$ cat src/rtl/spi_seq_pkg.sv
package spi_seq_pkg;

   localparam int CMD_W = 16;

   typedef enum logic [1:0] {
      OP_XFER  = 2'd0,
      OP_CS    = 2'd1,
      OP_SETWR = 2'd2,
      OP_MISC  = 2'd3
   } op_e;

   // instruction word layout, MSB first
   typedef struct packed {
      logic [1:0] rsvd;
      op_e        op;
      logic [3:0] a;
      logic [7:0] b;
   } cmd_t;

   typedef enum logic [1:0] {
      ST_FETCH = 2'd0,
      ST_XFER  = 2'd1,
      ST_WAIT  = 2'd2
   } st_e;

   localparam logic [3:0] SET_DIV    = 4'd0;
   localparam logic [3:0] SET_MODE   = 4'd1;
   localparam logic [3:0] MISC_SYNC  = 4'd0;
   localparam logic [3:0] MISC_SLEEP = 4'd1;

   localparam int WAIT_W = 10;

endpackage

$ cat src/rtl/seq_halfbit_timer.sv
module seq_halfbit_timer #(
   parameter int DIV_W = 8
) (
   input  logic             clk,
   input  logic             rst_n,
   input  logic             en,
   input  logic [DIV_W-1:0] div,
   output logic             tick
);

   logic [DIV_W-1:0] cnt;

   assign tick = en && (cnt == div);

   always_ff @(posedge clk or negedge rst_n) begin
      if (!rst_n)
         cnt <= '0;
      else if (!en || tick)
         cnt <= '0;
      else
         cnt <= cnt + 1'b1;
   end

   AST_CNT_IN_RANGE: assert property (@(posedge clk) disable iff (!rst_n)
      en |-> (cnt <= div));

endmodule

$ cat src/rtl/seq_word_shifter.sv
module seq_word_shifter #(
   parameter int WORD_W = 8
) (
   input  logic              clk,
   input  logic              rst_n,
   input  logic              start,
   input  logic [WORD_W-1:0] tx_word,
   input  logic              tick,
   input  logic              miso_s,
   input  logic              cpol,
   input  logic              cpha,
   output logic              active,
   output logic              last,
   output logic [WORD_W-1:0] rx_word,
   output logic              mosi_bit,
   output logic              sclk_lvl
);

   localparam int HALF_N = 2 * WORD_W;
   localparam int HW     = $clog2(HALF_N);
   localparam logic [HW-1:0] H_LAST = HW'(HALF_N - 1);

   logic [HW-1:0]     h;
   logic [WORD_W-1:0] tsh;
   logic [WORD_W-1:0] rsh;

   assign last = active && tick && (h == H_LAST);

   always_ff @(posedge clk or negedge rst_n) begin
      if (!rst_n) begin
         active <= 1'b0;
         h      <= '0;
         tsh    <= '0;
         rsh    <= '0;
      end else if (start) begin
         active <= 1'b1;
         h      <= '0;
         tsh    <= tx_word;
      end else if (active && tick) begin
         if (!h[0])
            rsh <= {rsh[WORD_W-2:0], miso_s};
         else if (!last)
            tsh <= {tsh[WORD_W-2:0], 1'b0};
         if (last) begin
            active <= 1'b0;
            h      <= '0;
         end else begin
            h <= h + 1'b1;
         end
      end
   end

   assign rx_word  = rsh;
   assign mosi_bit = active ? tsh[WORD_W-1] : 1'b0;
   assign sclk_lvl = active ? (cpol ^ cpha ^ h[0]) : cpol;

   AST_START_WHEN_IDLE: assert property (@(posedge clk) disable iff (!rst_n)
      start |-> !active);

endmodule

$ cat src/rtl/spi_cmd_sequencer.sv
module spi_cmd_sequencer
   import spi_seq_pkg::*;
#(
   parameter int WORD_W    = 8,
   parameter int CS_W      = 8,
   parameter int DIV_W     = 8,
   parameter int MISO_SYNC = 0
) (
   input  logic              clk,
   input  logic              rst_n,
   input  logic              cmd_valid,
   output logic              cmd_ready,
   input  logic [CMD_W-1:0]  cmd_data,
   input  logic              tx_valid,
   output logic              tx_ready,
   input  logic [WORD_W-1:0] tx_data,
   output logic              rx_valid,
   input  logic              rx_ready,
   output logic [WORD_W-1:0] rx_data,
   output logic [CS_W-1:0]   cs_n,
   output logic              sclk,
   output logic              mosi,
   input  logic              miso,
   output logic              sync_valid,
   output logic [7:0]        sync_id
);

   if (WORD_W < 2) begin : g_bad_word
      $error("WORD_W must be at least 2");
   end
   if (CS_W < 1 || CS_W > 8) begin : g_bad_cs
      $error("CS_W must lie in 1..8");
   end
   if (DIV_W < 1 || DIV_W > 8) begin : g_bad_div
      $error("DIV_W must lie in 1..8");
   end
   if (MISO_SYNC < 0) begin : g_bad_sync
      $error("MISO_SYNC must not be negative");
   end

   // serial input conditioning
   logic miso_s;
   if (MISO_SYNC == 0) begin : g_miso_direct
      assign miso_s = miso;
   end else begin : g_miso_sync
      logic [MISO_SYNC-1:0] ff;
      always_ff @(posedge clk or negedge rst_n) begin
         if (!rst_n)
            ff <= '0;
         else
            ff <= (ff << 1) | MISO_SYNC'(miso);
      end
      assign miso_s = ff[MISO_SYNC-1];
   end

   st_e               st;
   logic [DIV_W-1:0]  div_q;
   logic              cpol_q;
   logic              cpha_q;
   logic [CS_W-1:0]   cs_q;
   logic [WAIT_W-1:0] left_q;
   logic [7:0]        words_q;
   logic              wr_q;
   logic              rd_q;
   logic              rxv_q;
   logic [WORD_W-1:0] rxd_q;
   logic              syncv_q;
   logic [7:0]        syncid_q;

   // instruction decode
   cmd_t c;
   logic acc, legal;
   logic do_xfer, do_cs, do_div, do_mode, do_sync, do_sleep;

   assign c         = cmd_t'(cmd_data);
   assign cmd_ready = (st == ST_FETCH);
   assign acc       = cmd_valid && cmd_ready;
   assign legal     = acc && (c.rsvd == 2'b00);
   assign do_xfer   = legal && (c.op == OP_XFER) && (c.a[3:2] == 2'b00);
   assign do_cs     = legal && (c.op == OP_CS);
   assign do_div    = legal && (c.op == OP_SETWR) && (c.a == SET_DIV);
   assign do_mode   = legal && (c.op == OP_SETWR) && (c.a == SET_MODE);
   assign do_sync   = legal && (c.op == OP_MISC)  && (c.a == MISC_SYNC);
   assign do_sleep  = legal && (c.op == OP_MISC)  && (c.a == MISC_SLEEP);

   // timing and shifting
   logic              tick, tmr_en;
   logic              sh_active, sh_last, sh_mosi, sh_sclk, sh_start;
   logic [WORD_W-1:0] sh_rx, sh_tx;
   logic              can_go;

   assign can_go   = (st == ST_XFER) && !sh_active && (!rd_q || !rxv_q);
   assign tx_ready = can_go && wr_q;
   assign sh_start = can_go && (!wr_q || tx_valid);
   assign sh_tx    = wr_q ? tx_data : '0;
   assign tmr_en   = (st == ST_WAIT) || sh_active;

   seq_halfbit_timer #(.DIV_W(DIV_W)) u_timer (
      .clk   (clk),
      .rst_n (rst_n),
      .en    (tmr_en),
      .div   (div_q),
      .tick  (tick)
   );

   seq_word_shifter #(.WORD_W(WORD_W)) u_shift (
      .clk      (clk),
      .rst_n    (rst_n),
      .start    (sh_start),
      .tx_word  (sh_tx),
      .tick     (tick),
      .miso_s   (miso_s),
      .cpol     (cpol_q),
      .cpha     (cpha_q),
      .active   (sh_active),
      .last     (sh_last),
      .rx_word  (sh_rx),
      .mosi_bit (sh_mosi),
      .sclk_lvl (sh_sclk)
   );

   // sequencing
   always_ff @(posedge clk or negedge rst_n) begin
      if (!rst_n) begin
         st      <= ST_FETCH;
         div_q   <= '0;
         cpol_q  <= 1'b0;
         cpha_q  <= 1'b0;
         cs_q    <= '1;
         left_q  <= '0;
         words_q <= '0;
         wr_q    <= 1'b0;
         rd_q    <= 1'b0;
      end else begin
         case (st)
            ST_FETCH: begin
               if (do_xfer) begin
                  st      <= ST_XFER;
                  words_q <= c.b;
                  wr_q    <= c.a[0];
                  rd_q    <= c.a[1];
               end
               if (do_cs) begin
                  cs_q <= c.b[CS_W-1:0];
                  if (c.a != 4'd0) begin
                     st     <= ST_WAIT;
                     left_q <= WAIT_W'(c.a);
                  end
               end
               if (do_div)
                  div_q <= c.b[DIV_W-1:0];
               if (do_mode) begin
                  cpha_q <= c.b[0];
                  cpol_q <= c.b[1];
               end
               if (do_sleep) begin
                  st     <= ST_WAIT;
                  left_q <= (WAIT_W'(c.b) + WAIT_W'(1)) << 1;
               end
            end
            ST_WAIT: begin
               if (tick) begin
                  left_q <= left_q - 1'b1;
                  if (left_q == WAIT_W'(1))
                     st <= ST_FETCH;
               end
            end
            ST_XFER: begin
               if (sh_last) begin
                  if (words_q == 8'd0)
                     st <= ST_FETCH;
                  else
                     words_q <= words_q - 1'b1;
               end
            end
            default: st <= ST_FETCH;
         endcase
      end
   end

   // receive output slot
   always_ff @(posedge clk or negedge rst_n) begin
      if (!rst_n) begin
         rxv_q <= 1'b0;
         rxd_q <= '0;
      end else if (sh_last && rd_q) begin
         rxv_q <= 1'b1;
         rxd_q <= sh_rx;
      end else if (rx_ready) begin
         rxv_q <= 1'b0;
      end
   end

   // sync marker
   always_ff @(posedge clk or negedge rst_n) begin
      if (!rst_n) begin
         syncv_q  <= 1'b0;
         syncid_q <= '0;
      end else begin
         syncv_q <= do_sync;
         if (do_sync)
            syncid_q <= c.b;
      end
   end

   assign rx_valid   = rxv_q;
   assign rx_data    = rxd_q;
   assign cs_n       = cs_q;
   assign sclk       = sh_sclk;
   assign mosi       = sh_mosi;
   assign sync_valid = syncv_q;
   assign sync_id    = syncid_q;

   AST_CS_ONLY_BY_CMD: assert property (@(posedge clk) disable iff (!rst_n)
      !do_cs |=> $stable(cs_n));
   AST_IDLE_SCLK: assert property (@(posedge clk) disable iff (!rst_n)
      (st == ST_FETCH) |-> (sclk == cpol_q));
   AST_RX_ONLY_READ: assert property (@(posedge clk) disable iff (!rst_n)
      $rose(rx_valid) |-> $past(rd_q));
   AST_WAIT_QUIET: assert property (@(posedge clk) disable iff (!rst_n)
      (st == ST_WAIT) |-> !sh_active);
   AST_SYNC_AFTER_WORK: assert property (@(posedge clk) disable iff (!rst_n)
      sync_valid |-> ((st == ST_FETCH) && !sh_active));
   AST_RX_HOLD: assert property (@(posedge clk) disable iff (!rst_n)
      (rx_valid && !rx_ready) |=> (rx_valid && $stable(rx_data)));

endmodule

$ cat config.mk
export PLATFORM = sky130hd
export DESIGN_NAME = spi_cmd_sequencer
export DESIGN_NICKNAME = d
export VERILOG_FILES = /design/src/rtl/spi_seq_pkg.sv /design/src/rtl/seq_halfbit_timer.sv /design/src/rtl/seq_word_shifter.sv /design/src/rtl/spi_cmd_sequencer.sv
export SDC_FILE = /design/constraint.sdc
export NUM_CORES = 1
export LEC_CHECK = 0
export CORE_ASPECT_RATIO = 1.2
export CORE_UTILIZATION = 47
export CTS_BUF_LIST = sky130_fd_sc_hd__clkbuf_8
export CTS_CLUSTER_DIAMETER = 100
export DETAILED_ROUTE_END_ITERATION = 10
export PLACE_DENSITY = 0.81
export SLEW_MARGIN = 20
export SYNTH_ARGS = -nofsm -noshare
export SYNTH_HDL_FRONTEND = slang
export SYNTH_HIERARCHICAL = 1
export SYNTH_SLANG_ARGS = --single-unit
$ cat constraint.sdc
create_clock -name clk -period 3.5 [get_ports clk]
set_input_delay 0.35 -clock clk [delete_from_list [all_inputs] [get_ports clk]]
set_output_delay 0.35 -clock clk [all_outputs]
set_load 0.05 [all_outputs]
[Word level (Yosys, flattened, before mapping)]
Index checks and enable logic that the tools add are counted.
Cells by class
  $add $sub $neg: 5
  mux-type cells: 34
  reductions and logical operators: 51
  bitwise operators: 4
  eq/ne operators: 18
Operators by type and width (count)
  8-bit two-way mux: 9
  10-bit two-way mux: 4
  10-bit case mux with 2 select lines: 1
  1-bit logical AND: 19
  2-bit two-way mux: 8
  8-bit case mux with 2 select lines: 1
  4-bit two-way mux: 3
  4-bit AND reduction: 3
  2-bit nonzero test: 6
  10-bit by 1-bit equality test with 1-bit output (second input constant): 1
  2-bit by 1-bit inequality test with 1-bit output (second input constant): 5
  2-bit AND reduction: 5
  10-bit by 1-bit subtractor with 10-bit output (second input constant): 1
  8-bit by 1-bit adder with 9-bit output (second input constant): 1
  8-bit by 1-bit adder with 8-bit output (second input constant): 1
  8-bit equality test: 1
  2-bit logical NOT: 4
  8-bit logical NOT: 1
  8-bit by 1-bit subtractor with 8-bit output (second input constant): 1
  1-bit two-way mux: 7
  2-bit equality test (second input constant): 3
  3-bit by 1-bit inequality test with 1-bit output (second input constant): 2
  2-bit case mux with 3 select lines: 1
  3-bit AND reduction: 2
  other kinds (11): 22
Word-level totals
  bits of input ports: 30
  logic and storage cells: 130
  output and inout bits: 30
  bits in registers: 87

[Longest topological paths before layout]
  depth after elaboration: 10
  mapped depth: 11
  depth with buffers taken out: 9

[Hierarchy]
Netlist, hierarchy kept.
Modules (own cells, without submodules)
  spi_cmd_sequencer: cells an instance 278, area an instance 3047.9 um2, sequential area each 1461.4 um2, times used 1
  seq_word_shifter: cells an instance 94, area an instance 1001.0 um2, sequential area each 525.5 um2, times used 1
  seq_halfbit_timer: cells an instance 46, area an instance 500.5 um2, sequential area each 200.2 um2, times used 1

[Worst setup path after synthesis]
Ideal clock, no wire load.
  path kind: reg-to-reg
  start: reg div_q[7]
  end: reg words_q[5]
  stages on the path, launching flop included: 11
  arrival time: 2.692 ns
  setup time: 0.121 ns
  setup slack: 0.687 ns
  data required time: 3.379 ns
  clock period less this slack: 2.813 ns
  path buffers: 1
  cell sequence: dfrtp_1 > xor2_2 > nor4_2 > and3_1 > nand2_2 > nor2_1 > inv_1 > a311oi_1 > clkbuf_1 > o21ai_0 > a22o_1
On the way
  longest elaborated chain between the ends: 6
Ends and longest elaborated chain
  from (decl): RTL line spi_cmd_sequencer.sv:57  | logic [DIV_W-1:0] div_q;
  from (signal assigned): RTL line spi_cmd_sequencer.sv:151  | div_q <= c.b[DIV_W-1:0];
  8-bit equality test: RTL line seq_halfbit_timer.sv:13  | assign tick = en && (cnt == div);
  1-bit logical AND: RTL line seq_halfbit_timer.sv:13
  via tick: RTL line spi_cmd_sequencer.sv:87  | logic tick, tmr_en;
  1-bit logical AND (2 in a row): RTL line seq_word_shifter.sv:27  | assign last = active && tick && (h == H_LAST);
  via sh_last: RTL line spi_cmd_sequencer.sv:88  | logic sh_active, sh_last, sh_mosi, sh_sclk, sh_start;
  2-bit inequality test (no line)
  4-bit AND reduction (no line)
  to (signal assigned): RTL line spi_cmd_sequencer.sv:139  | words_q <= c.b;
  to (signal assigned): RTL line spi_cmd_sequencer.sv:173  | words_q <= words_q - 1'b1;
  to (decl): RTL line spi_cmd_sequencer.sv:62  | logic [7:0] words_q;
The timed path passes the listed nets, and every way through them passes these cells.
A chain may end at the register's enable or synchronous reset.

[Worst setup path after layout]
  start: reg div_q[7]
  end: reg words_q[0]
Same word-level chain as after synthesis.

==> results by group <==
Critical path
  • R2r setup slk: 0.70 ns
  • Slowest Stage Delay on Critical Path: between 0.4 and 0.5 ns
  • Crit-path max FO: 11
  • Worst path required time: 3.75 ns
  • Critical path arrival: about 3 ns
  • Worst setup SP type: flop
  • Worst r2r path cells: 11
  • R2r startpoint: div_q[7]
  • Cell at the slowest stage of the critical path: dfrtp_1
  • R2r endpoint: words_q[0]
  • CP Class: flop to flop
  • CP most frequent cell: buf_4
  • CP Capture Type: flop
  • Critical path cell sequence: xor2_2 -> nor4_2 -> buf_4 -> and3_1 -> nand2_2 -> nor2_1 -> inv_1 -> a311oi_1 -> buf_4 -> nor3_1 -> a211oi_1

Timing
  • Hold WS: roughly 0.036 ns
  • Final Max Tran Viols: 0
  • Rel. slew slack: 44.3%
  • Fin Setup TNS: 0 ns
  • Final Hold Fails: 0
  • Worst Max-Slew Pin Slew: between 0.8 and 0.9 ns
  • Fin crit period: ~2.8 ns
  • Final worst setup slack: about 0.7 ns
  • RSZ-0062 raised after global routing: false
  • Setup-failing EPs final: 0
  • Fmax: about 0.36 GHz
  • Period utilization: around four fifths
  • Skew final: slightly above 0.01 ns

Detailed routing
  • First-pass DRT Iterations: 4
  • Total Wirelength: 10700 um
  • WL/cell: about 18 um
  • Vias post-DR: roughly 3.6k
  • Routed vias/inst: ~6.0
  • DRT antenna net count: 0
  • # DRC: 0
  • DR iter-0 viols: ~240

Clock tree
  • Reg clk slew, reported paths: around 0.090 ns
  • Post-CTS setup buffer count: 0
  • CTS Hold Bufs: 0
  • CTS H-tree lvls: 3
  • Longest Clk Path Bufs: 2
  • Num CTS Buffers: 9
  • CTS tree: done
  • Clk root buf: clkbuf_8
  • Post-CTS Resized: 0
  • Clock Sinks: 87
  • Clk_lat worst skew: about 0.36 ns

Pwr
  • Cell area power density: 709 nW/um^2
  • PnR Total Power: 3.89 mW
  • Leak Pwr: about 2.3 nW
  • Maximum vdd ir drop: about 0.33 mV

Floorplan
  • Cell row count: 38
  • Ports: 60
  • Die W: around 92 um
  • Die area: 10100 sq um
  • Initial core utilization: 49.3%
  • Chip height: about 110 um
  • Core box area: between 9000 and 10000 sq um

Finish
  • # nets final: around 510
  • FF/Latch Area: roughly 2200 sq um
  • Ant diodes: 0
  • Fill cells: approximately 770
  • Final Cell Area: approximately 5500 sq um
  • Finished Layout Cells: between 600 and 700
  • Util after Layout: 59.5%
  • Share of layout cells above drive strength 1: between 10% and 20%
  • Syn-to-layout area delta: 20.6%
  • Multi-input gate area: about 2300 sq um

Synth
  • Share of the synthesized area in the top cell type: between 40% and 50%
  • Top-count cell post-synth: dfrtp_1
  • Top cells by count, synth: 79 x dfrtp_1, 45 x mux2_2, 25 x nand2_1, 24 x a21oi_1, 22 x o21ai_0
  • Part of the Yosys area used for sequential elements: roughly half
  • Area leader, netlist: dfrtp_1
  • Primary FF master, synth: dfrtp_1
  • Synth unique cells: between 60 and 70
  • Net Count, Synth: 455
  • Mean Syn Cell Area: around 11 sq um
  • Largest cells by area after synthesis: dfrtp_1 43%, mux2_2 11%, dfstp_2 4.6%
  • Post-synthesis cell area: about 4500 sq um
  • Post-synth EDFFs: 0
  • Mapped Cells: 418
  • Post-synth ARST share: 100%
  • FF+latch count, synth: slightly below 90
  • Synth warn: 6

Outcome
  • Status: complete, no violations

Placed design
  • Placer Congestion: between 0.8 and 0.9
  • DP Area: between 5000 and 6000 sq um
  • Estimated wirelength of the detail-placed design: 7440 um
  • I/O Buffers: between 50 and 60
  • Pre-CTS setup slack: ~0.7 ns
  • Placed insts: 586

GRT
  • Antenna violations before repair: 0
  • Remaining global-route overflow: 0
  • Global-route wire length before repair: roughly 18000 um
  • Gr usage total: 22.6%
  • Vias in the first global route: around 3.6k
  • Largest net degree at the start of global routing: 88

Job
  • Maxcap violations: 0

Min path
  • Worst Hold Class: input port to asynchronous set/reset pin
-- metal layers --
layer | share of wire [%] | vias up | track usage (%)
li1 | - | 1693 | -
met1 | 43 | 1808 | 28.6
met2 | 51 | 102 | 38.8
met3 | 3.9 | 21 | 3.60
met4 | 2.3 | 0 | 9.49
met5 | 0 | - | 0
-- power by group --
part           internal, mW  switching [mW]  leakage [nW]
sequential             1.29           0.269          1.14
clock                 0.425           0.375         0.109
combinational         0.629           0.905          1.08
-- placed cells by master (no fill, tap or decap), types with 11 or more instances in the layout --
cell / count
o21ai_0: 22
xor2_1: 13
mux2_2: 45
a21oi_1: 24
clkdlybuf4s50_1: 58
and2_1: 11
nand3_1: 15
nor2_1: 11
dfrtp_1: 79
nand2_1: 25
-- how the worst max path moves through the flow --
stage	from	to	cells past startpoint
5_1_grt	u_timer/cnt[4]	words_q[7]	11
6_report	div_q[7]	words_q[0]	11
4_1_cts	div_q[7]	words_q[0]	11
2_1_floorplan	div_q[7]	words_q[5]	10
3_5_place_dp	div_q[7]	words_q[0]	11
3_3_place_gp	div_q[7]	left_q[1]	8
-- state kept, by name, summed over array words and instances, names as in the netlist, 2 cells and up --
signal / cells
cs_n: 8
div_q: 8
left_q: 10
rx_data: 8
st: 2
sync_id: 8
u_shift/h: 4
u_shift/rx_word: 8
u_shift/tsh: 8
u_timer/cnt: 8
words_q: 8
-- final cells by class --
type                       instances  area share [%]
clock buffer                      10            2.51
clock inverter                     6            1.69
inverter                          10           0.684
multi-input combinational        306            41.2
sequential                        87            39.9
tap                              120            2.74
timing repair buffer              63            11.3
-- cells by family (layout without fill, tap and decap cells) --
kind of cell / Yosys count / after routing / synth area share [%]
buf+inv: 25 / 89 / 2.28
simple gates: 130 / 130 / 16.8
xor+xnor: 19 / 19 / 3.99
compound gates: 105 / 105 / 15.8
flops: 87 / 87 / 48.1
fa+ha+maj: 7 / 7 / 1.93
mux: 45 / 45 / 11.1
-- worst max-delay path: cells and delay by family, from the launching register on --
kind                      cells  cell delay (ns)
and+or+nand+nor               5             1.07
AOI/OAI and AO/OA             2             0.55
buffers and inverters         3             0.49
DFF                           1             0.42
xor gates and xnor gates      1             0.19
No activity file was read; power rests on OpenSTA's default activity.
